[config.mk]
export PLATFORM = sky130hd
export DESIGN_NAME = vector_irq_ctrl
export DESIGN_NICKNAME = d
export VERILOG_FILES = /design/src/rtl/ivc_pkg.sv /design/src/rtl/ivc_pick.sv /design/src/rtl/ivc_service.sv /design/src/rtl/vector_irq_ctrl.sv
export SDC_FILE = /design/constraint.sdc
export NUM_CORES = 2
export LEC_CHECK = 0
export BUFFER_PORTS_ARGS = -buffer_cell sky130_fd_sc_hd__buf_2
export CORE_MARGIN = 3
export CORE_UTILIZATION = 69
export DETAILED_ROUTE_END_ITERATION = 7
export MAX_ROUTING_LAYER = met4
export PLACE_DENSITY_LB_ADDON = 0.15
export SYNTH_ARGS = -nofsm -noshare
export SYNTH_HDL_FRONTEND = slang
export SYNTH_SLANG_ARGS = --single-unit
[constraint.sdc]
create_clock -name clk -period 12.4 [get_ports clk]
set_input_delay 0.62 -clock clk [delete_from_list [all_inputs] [get_ports clk]]
set_output_delay 0.62 -clock clk [all_outputs]
set_load 0.02 [all_outputs]
[src/rtl/ivc_pkg.sv]
package ivc_pkg;

    // fixed register offsets (byte addresses)
    localparam logic [11:0] OFF_IRQ_STAT = 12'h000;
    localparam logic [11:0] OFF_FIQ_STAT = 12'h004;
    localparam logic [11:0] OFF_RAW      = 12'h008;
    localparam logic [11:0] OFF_ROUTE    = 12'h00C;
    localparam logic [11:0] OFF_EN_SET   = 12'h010;
    localparam logic [11:0] OFF_EN_CLR   = 12'h014;
    localparam logic [11:0] OFF_SW_SET   = 12'h018;
    localparam logic [11:0] OFF_SW_CLR   = 12'h01C;
    localparam logic [11:0] OFF_PROT     = 12'h020;
    localparam logic [11:0] OFF_VECT     = 12'h030;
    localparam logic [11:0] OFF_DEFAULT  = 12'h034;

    // upper address nibble selecting the per-slot regions
    localparam logic [3:0] REGION_SLOT_ADDR = 4'h1;
    localparam logic [3:0] REGION_SLOT_CTL  = 4'h2;

    typedef enum logic {
        SVC_IDLE   = 1'b0,
        SVC_ACTIVE = 1'b1
    } svc_state_t;

endpackage

[src/rtl/ivc_pick.sv]
module ivc_pick #(
    parameter int unsigned NSRC  = 32,
    parameter int unsigned NSLOT = 16,
    localparam int unsigned SRCW  = $clog2(NSRC),
    localparam int unsigned SLOTW = $clog2(NSLOT)
) (
    input  logic [NSLOT-1:0]      slot_en,
    input  logic [NSLOT*SRCW-1:0] slot_src,
    input  logic [NSRC-1:0]       irq_stat,
    input  logic [SLOTW:0]        ceiling,
    output logic                  hit,
    output logic [SLOTW-1:0]      hit_idx
);

    logic [NSLOT-1:0] elig;

    // each slot is a candidate when enabled, its source pending on the
    // normal output, and its index above the current service level
    for (genvar g = 0; g < NSLOT; g++) begin : g_elig
        logic [SRCW-1:0] sel;
        assign sel     = slot_src[g*SRCW +: SRCW];
        assign elig[g] = slot_en[g] && irq_stat[sel] &&
                         ((SLOTW+1)'(g) < ceiling);
    end

    // lowest index wins
    always_comb begin
        hit     = 1'b0;
        hit_idx = '0;
        for (int i = NSLOT - 1; i >= 0; i--) begin
            if (elig[i]) begin
                hit     = 1'b1;
                hit_idx = SLOTW'(i);
            end
        end
    end

endmodule

[src/rtl/ivc_service.sv]
module ivc_service
    import ivc_pkg::*;
#(
    parameter int unsigned NSLOT = 16,
    localparam int unsigned SLOTW = $clog2(NSLOT)
) (
    input  logic             clk,
    input  logic             rst_n,
    input  logic             claim,
    input  logic [SLOTW-1:0] claim_idx,
    input  logic             done,
    output logic [SLOTW:0]   ceiling
);

    svc_state_t       st_q, st_d;
    logic [NSLOT-1:0] busy_q, busy_d;

    // in-service flags: a completion clears the lowest set flag (the most
    // recent claim, since claims only ever go to lower indices)
    always_comb begin
        busy_d = busy_q;
        if (done) begin
            busy_d = busy_q & (busy_q - NSLOT'(1));
        end
        if (claim) begin
            busy_d[claim_idx] = 1'b1;
        end
    end

    always_comb begin
        st_d = st_q;
        unique case (st_q)
            SVC_IDLE: begin
                if (claim) st_d = SVC_ACTIVE;          // claim
            end
            SVC_ACTIVE: begin
                if (busy_d == '0) st_d = SVC_IDLE;     // retire
            end                                        // else nest
            default: st_d = SVC_IDLE;
        endcase
    end

    // state register process
    always_ff @(posedge clk or negedge rst_n) begin
        if (!rst_n) begin
            st_q   <= SVC_IDLE;
            busy_q <= '0;
        end else begin
            st_q   <= st_d;
            busy_q <= busy_d;
        end
    end

    // output process: service level = index of lowest in-service slot
    always_comb begin
        ceiling = (SLOTW+1)'(NSLOT);
        for (int i = NSLOT - 1; i >= 0; i--) begin
            if (busy_q[i]) ceiling = (SLOTW+1)'(i);
        end
    end

    // the picker only offers slots above the current service level
    a_r10_claim_above_level: assert property (@(posedge clk) disable iff (!rst_n)
        claim |-> ((SLOTW+1)'(claim_idx) < ceiling));

    // a claim always leaves the tracker active
    a_r10_claim_goes_active: assert property (@(posedge clk) disable iff (!rst_n)
        claim |=> (st_q == SVC_ACTIVE));

    // completion in idle changes nothing
    a_r11_idle_done_ignored: assert property (@(posedge clk) disable iff (!rst_n)
        (st_q == SVC_IDLE && done && !claim) |=> (st_q == SVC_IDLE && busy_q == '0));

    // completion while active ends exactly one slot
    a_r11_done_pops_one: assert property (@(posedge clk) disable iff (!rst_n)
        (st_q == SVC_ACTIVE && done && !claim) |=>
            ($countones(busy_q) + 1 == $countones($past(busy_q))));

endmodule

[src/rtl/vector_irq_ctrl.sv]
module vector_irq_ctrl
    import ivc_pkg::*;
#(
    parameter int unsigned NSRC  = 32,
    parameter int unsigned NSLOT = 16,
    parameter int unsigned DW    = 32,
    parameter int unsigned AW    = 12
) (
    input  logic            clk,
    input  logic            rst_n,
    input  logic [NSRC-1:0] src_in,
    input  logic            bus_en,
    input  logic            bus_we,
    input  logic            bus_user,
    input  logic [AW-1:0]   bus_addr,
    input  logic [DW-1:0]   bus_wdata,
    output logic [DW-1:0]   bus_rdata,
    output logic            irq_o,
    output logic            fiq_o
);

    localparam int unsigned SRCW  = $clog2(NSRC);
    localparam int unsigned SLOTW = $clog2(NSLOT);
    localparam int unsigned IDXW  = 6;

    // programmable state
    logic [NSRC-1:0]  en_r, route_r, soft_r;
    logic             prot_r;
    logic [DW-1:0]    def_addr_r;
    logic [DW-1:0]    slot_addr_r [NSLOT];
    logic [SRCW-1:0]  slot_src_r  [NSLOT];
    logic [NSLOT-1:0] slot_en_r;

    // derived status
    logic [NSRC-1:0] raw, irq_stat, fiq_stat;
    assign raw      = src_in | soft_r;
    assign irq_stat = raw & en_r & ~route_r;
    assign fiq_stat = raw & en_r & route_r;
    assign irq_o    = |irq_stat;
    assign fiq_o    = |fiq_stat;

    // access decode
    logic            acc, wr_acc, rd_acc;
    logic [IDXW-1:0] a_idx;
    logic            idx_ok;
    logic [SLOTW-1:0] sidx;
    logic            in_addr_rgn, in_ctl_rgn;

    assign acc         = bus_en && !(prot_r && bus_user);
    assign wr_acc      = acc && bus_we;
    assign rd_acc      = acc && !bus_we;
    assign a_idx       = bus_addr[IDXW+1:2];
    assign idx_ok      = (a_idx < IDXW'(NSLOT)) && (bus_addr[1:0] == 2'b00);
    assign sidx        = a_idx[SLOTW-1:0];
    assign in_addr_rgn = (bus_addr[AW-1:8] == REGION_SLOT_ADDR) && idx_ok;
    assign in_ctl_rgn  = (bus_addr[AW-1:8] == REGION_SLOT_CTL) && idx_ok;

    // priority pick and service tracking
    logic [NSLOT*SRCW-1:0] slot_src_flat;
    logic [SLOTW:0]        ceiling;
    logic                  hit;
    logic [SLOTW-1:0]      hit_idx;
    logic                  claim, done;

    for (genvar g = 0; g < NSLOT; g++) begin : g_flat
        assign slot_src_flat[g*SRCW +: SRCW] = slot_src_r[g];
    end

    ivc_pick #(.NSRC(NSRC), .NSLOT(NSLOT)) u_pick (
        .slot_en  (slot_en_r),
        .slot_src (slot_src_flat),
        .irq_stat (irq_stat),
        .ceiling  (ceiling),
        .hit      (hit),
        .hit_idx  (hit_idx)
    );

    assign claim = rd_acc && (bus_addr == OFF_VECT) && hit;
    assign done  = wr_acc && (bus_addr == OFF_VECT);

    ivc_service #(.NSLOT(NSLOT)) u_svc (
        .clk       (clk),
        .rst_n     (rst_n),
        .claim     (claim),
        .claim_idx (hit_idx),
        .done      (done),
        .ceiling   (ceiling)
    );

    // register writes
    logic [NSRC-1:0] wbits;
    assign wbits = bus_wdata[NSRC-1:0];

    always_ff @(posedge clk or negedge rst_n) begin
        if (!rst_n) begin
            en_r       <= '0;
            route_r    <= '0;
            soft_r     <= '0;
            prot_r     <= 1'b0;
            def_addr_r <= '0;
            slot_en_r  <= '0;
            for (int i = 0; i < NSLOT; i++) begin
                slot_addr_r[i] <= '0;
                slot_src_r[i]  <= '0;
            end
        end else if (wr_acc) begin
            unique case (bus_addr)
                OFF_ROUTE:   route_r    <= wbits;
                OFF_EN_SET:  en_r       <= en_r | wbits;
                OFF_EN_CLR:  en_r       <= en_r & ~wbits;
                OFF_SW_SET:  soft_r     <= soft_r | wbits;
                OFF_SW_CLR:  soft_r     <= soft_r & ~wbits;
                OFF_PROT:    prot_r     <= bus_wdata[0];
                OFF_DEFAULT: def_addr_r <= bus_wdata;
                default: begin
                    if (in_addr_rgn) begin
                        slot_addr_r[sidx] <= bus_wdata;
                    end
                    if (in_ctl_rgn) begin
                        slot_src_r[sidx] <= bus_wdata[SRCW-1:0];
                        slot_en_r[sidx]  <= bus_wdata[5];
                    end
                end
            endcase
        end
    end

    // read mux
    logic [DW-1:0] rmux;
    always_comb begin
        rmux = '0;
        unique case (bus_addr)
            OFF_IRQ_STAT: rmux = DW'(irq_stat);
            OFF_FIQ_STAT: rmux = DW'(fiq_stat);
            OFF_RAW:      rmux = DW'(raw);
            OFF_ROUTE:    rmux = DW'(route_r);
            OFF_EN_SET:   rmux = DW'(en_r);
            OFF_SW_SET:   rmux = DW'(soft_r);
            OFF_PROT:     rmux = DW'(prot_r);
            OFF_VECT:     rmux = hit ? slot_addr_r[hit_idx] : def_addr_r;
            OFF_DEFAULT:  rmux = def_addr_r;
            default: begin
                if (in_addr_rgn) rmux = slot_addr_r[sidx];
                if (in_ctl_rgn)  rmux = DW'({slot_en_r[sidx], slot_src_r[sidx]});
            end
        endcase
    end

    always_ff @(posedge clk or negedge rst_n) begin
        if (!rst_n) bus_rdata <= '0;
        else        bus_rdata <= rd_acc ? rmux : '0;
    end

    // enable clear takes effect on every bit written as one
    a_r5_enable_clear: assert property (@(posedge clk) disable iff (!rst_n)
        (wr_acc && bus_addr == OFF_EN_CLR) |=> ((en_r & $past(wbits)) == '0));

    // software set raises every bit written as one
    a_r6_soft_set: assert property (@(posedge clk) disable iff (!rst_n)
        (wr_acc && bus_addr == OFF_SW_SET) |=> ((soft_r & $past(wbits)) == $past(wbits)));

    // a rejected write leaves the programmable state untouched
    a_r7_protected_write: assert property (@(posedge clk) disable iff (!rst_n)
        (bus_en && bus_we && bus_user && prot_r) |=>
            ($stable(en_r) && $stable(route_r) && $stable(soft_r) && $stable(prot_r)));

    // without an accepted read the data bus returns to zero
    a_r12_rdata_idle_zero: assert property (@(posedge clk) disable iff (!rst_n)
        !rd_acc |=> (bus_rdata == '0));

endmodule

==> metrics.yaml, run 1 <==
status: "did not finish"
stop_stage: "global routing"
error: "[ERROR GRT-0232] Routing congestion too high. Check the congestion heatmap in the GUI."
std_cell_rows: 95
cts_sinks: 785
clockRootBuffer: "clkbuf_16"
yosysWarnings: 0
synth_area_um2: 47180
ys_types: 85
grt_use_total_pct: 80.77
holdBufCountCts: 0
dp_hpwl_mm: 141.4
cts_made_buffers: 81
die_width_um: 267.5
ys_ff_latch: 785
cts_buffer_depth: 3
ys_seq_area_share_pct: 41.63
htreeDepth: 3
boundaryPins: 115
netlist_instances: 4257
synth_edf_count: 0
initial_core_util_pct: 69.89
overflow: 143
cts_resized: 0
avgSynthCellArea_um2: 11.08
post-cts-setup-buffers: 0
portBuffers: 114
antenna_found_initial: 52
grt_max_degree: 175
place_congestion: 1.110
chipHeight_um: 267.5
synth_flop_cell: "dfrtp_1"
ys_async_sr_fraction_pct: 100.0
syn-num-nets: 4338
per-stage QoR:
step                setup WS, ps  cells  instance area, um2  hold WS (ps)
CTS                         4762   5112               51180         14.44
global placement            5215   4965               48430         492.8
floorplan                   8082   4257               47180         324.4
detailed placement          4975   4965               48430         506.9
per-layer routing:
| layer | GRT overflow | track usage, % |
|---|---|---|
| met5 | - | - |
| met3 | 14 | 68.08 |
| met4 | 56 | 76.54 |
| met2 | 68 | 91.67 |
| met1 | 5 | 81.47 |
synthesized netlist by cell type (45+ instances only):
| cell | count | share of area [%] |
|---|---|---|
| dfrtp_1 | 785 | 42 |
| mux2_2 | 661 | 16 |
| nand2_1 | 355 | 2.8 |
| clkbuf_1 | 313 | 2.5 |
| mux4_2 | 263 | 13 |
| a21oi_1 | 228 | 2.4 |
| nor2_1 | 224 | 1.8 |
| o21ai_0 | 135 | 1.4 |
| nor3_1 | 121 | 1.3 |
| mux2i_1 | 119 | 2.5 |
| nand3_1 | 91 | 0.97 |
| a31oi_1 | 90 | 1.2 |
| inv_1 | 66 | 0.53 |
| o22ai_1 | 50 | 0.66 |
| a211oi_1 | 49 | 0.78 |
| nand2b_1 | 49 | 0.65 |
| nor4_1 | 49 | 0.65 |
| buf_1 | 45 | 0.36 |
cells by family after synthesis:
group | Yosys count | synth area share, %
AO/OA/AOI/OAI | 899 | 12.73
buffers and inverters | 481 | 4.190
flip-flops | 785 | 41.63
multiplexers | 1043 | 30.85
AND/OR/NAND/NOR | 1049 | 10.59
==> run 2, diff against run 1 <==
--- a/config.mk
+++ b/config.mk
@@ -7,9 +7,8 @@
 export LEC_CHECK = 0
 export BUFFER_PORTS_ARGS = -buffer_cell sky130_fd_sc_hd__buf_2
 export CORE_MARGIN = 3
-export CORE_UTILIZATION = 69
+export CORE_UTILIZATION = 40
 export DETAILED_ROUTE_END_ITERATION = 7
-export MAX_ROUTING_LAYER = met4
 export PLACE_DENSITY_LB_ADDON = 0.15
 export SYNTH_ARGS = -nofsm -noshare
 export SYNTH_HDL_FRONTEND = slang
==> metrics.yaml, run 2 <==
max_slew.worst_pin.slew_ps: 1446
cp_data_arrival_time_ps: 8390
ys_seq_area_share_pct: 41.63  # unchanged
routed-via-count: 39800
htreeDepth: 3  # unchanged
worst-path-max-fanout: 51
finalSetupViolCount: 0
netlist_instances: 4257  # unchanged
remaining_drc_errors: 0
place_congestion: 1.077  # -2.9%
maxCapViolCount: 0
grt_pass1_wl_mm: 295.0
multi_input_comb_area_um2: 25810
ys_async_sr_fraction_pct: 100.0  # unchanged
avgRoutedWirePerCell_um: 35.88
yosysWarnings: 0  # unchanged
end_kind: "register"
worst_slack_ps: 4608
via_per_inst: 6.867
fmax_mhz: 128.3
dp_hpwl_mm: 137.0  # -3.1%
rsz0062_at_grt: "false"
antenna_found_initial: 13
chipHeight_um: 349.5  # +31%
rr_worst_depth: 16
post-cts-setup-buffers: 0  # unchanged
grt_use_total_pct: 33.50
fin_crit_ps: 7792
synth_edf_count: 0  # unchanged
wl_mm: 207.9
regArea_um2: 19640
yosysTopAreaCellShare_pct: 41.63  # unchanged
whs_endpoint: "slot_addr_r[490]"
cts.reportedPaths.clkPinSlew_ps: 60
power_density_nw_per_um2: 108.5
syn-num-nets: 4338  # unchanged
critPathKind: "register to register"
synth_top_cells_by_area: "dfrtp_1, mux2_2, mux4_2"
dieArea_um2: 122100
critical-path-top-delay-family: "compound AO/OA/AOI/OAI gates"
tns_ps: 0
path_buf_inv: 2
die_width_um: 349.5  # +31%
nets: 4267
synth_area_um2: 47180  # unchanged
cts_resized: 0  # unchanged
worstReg2RegEnd: "bus_rdata[2]"
synth.most_common_cell: "dfrtp_1"
ff2ff_setup_slack_ps: 4610
place_ws_ps: 4614  # -360.8 ps
critPathLaunchType: "register"
cts_sinks: 785  # unchanged
ant_nets: 0
clockRootBuffer: "clkbuf_16"
hold_violations: 0
required_ps: 13000
avgSynthCellArea_um2: 11.08  # unchanged
holdBufCountCts: 1  # +1
cts_tree: "yes"
top_register: "slot_addr_r"
worstHoldStart: "bus_wdata[10]"
power.leakage_uw: 0.02209
grt_max_degree: 159
skew_ps: 25.76
period_share_pct: 62.84
nFillCells: 10990
layout-drive-gt1-share_pct: 33.26
portBuffers: 114  # unchanged
vdd_ir_drop_max_uv: 109.8
synth_flop_cell: "dfrtp_1"
synth_common_cells: "dfrtp_1, mux2_2, nand2_1"
layout_commonest_cell: "dfrtp_1"
synth_top_area_cell: "dfrtp_1"
core_um2: 116700
hp-class: "input pin to register"
initial_core_util_pct: 40.44  # -29 points
cts_made_buffers: 93  # +15%
largest_reg_flops: 512
ys_types: 85  # unchanged
std_cell_rows: 125  # +32%
crit_chain: "o21ai_1, nor2_1, mux4_2, or2_2, a2bb2oi_1, o211ai_1, a21oi_1, a21boi_0, o21a_4, buf_4, or2_1, buf_4, o21ai_0, nor4b_1, o21ai_1, a221oi_1"
cts_buffer_depth: 3  # unchanged
insertion_delay_ps: 700
cp_slowest_cell: "a21boi_0"
final_cell_mix: "dfrtp_1, mux2_2, nand2_1, mux4_2, a21oi_1"
drv_slew: 0
ys_ff_latch: 785  # unchanged
max_stage_delay_ps: 830
grt_pass1_vias: 38240
drtPass1Iterations: 6
boundaryPins: 115  # unchanged
syn2layout_area_growth_pct: 11.32
drtIter0Drc: 4979
overflow: 0
holdPathStages: 3
relSlewSlack_pct: 3.226
status: "completed"
-- run 2: cell counts after synthesis --
Identical to the previous run, type by type.
-- run 2: cell type report --
type	count	share of cell area, %
tap	1524	3.630
inverter	68	0.4883
timing repair buffer	247	3.142
clock inverter	35	0.8933
clock buffer	135	5.248
antenna	11	0.05241
multi-input combinational	2991	49.15
sequential	785	37.40
-- run 2: logic make-up (layout without fill, tap and decap cells) --
group	count (synthesis)	after routing	share of synthesized area, %
other	0	11	0
muxes	1043	1043	30.85
and+or+nand+nor	1049	1049	10.59
buffers and inverters	481	485	4.190
DFF	785	785	41.63
AOI/OAI and AO/OA	899	899	12.73
-- run 2: worst max path at each step --
stage,slack (ps),cells past startpoint,endpoint,start
3_5_place_dp,4610,17,bus_rdata[2],src_in[22]
6_report,4610,16,bus_rdata[2],register
4_1_cts,5020,15,bus_rdata[2],route_r[22]
3_3_place_gp,4660,17,bus_rdata[2],src_in[22]
5_1_grt,4430,16,bus_rdata[2],register
2_1_floorplan,8080,9,bus_rdata[17],bus_addr[2]
-- run 2: worst min-delay path, cell delays in order --
cell and delay, ps:
buf_2 240, nand2_1 100, o21ai_0 70
-- run 2: per-layer routing --
| metal | vias up | part of all wire, % | global-route usage, % |
|---|---|---|---|
| met4 | 2 | 5.7 | 16.58 |
| met3 | 560 | 9.7 | 7.129 |
| met2 | 2416 | 44 | 50.82 |
| met1 | 20730 | 40 | 45.55 |
| li1 | 16090 | - | - |
| met5 | - | 0.0063 | 0 |
-- run 2: per-stage QoR --
stage	std cells	hold WS, ps	instance area, um2	utilization [%]	power (uW)
floorplan	4257	324.4	47180	-	2725
global placement	5614	498.6	49260	42.22	2871
detailed placement	5614	506.6	49260	42.22	2870
CTS	5785	351.6	52500	45.00	5743
global route	5788	404.1	52510	45.00	5863
finish	5796	391.6	52530	45.02	5698
-- run 2: power by group --
| group | internal, uW | total (uW) | switching (uW) |
|---|---|---|---|
| clock | 1680 | 2870 | 1190 |
| sequential | 2570 | 2580 | 7.88 |
| combinational | 58.3 | 249 | 191 |
Note: power is estimated with default switching activity, not from simulation.
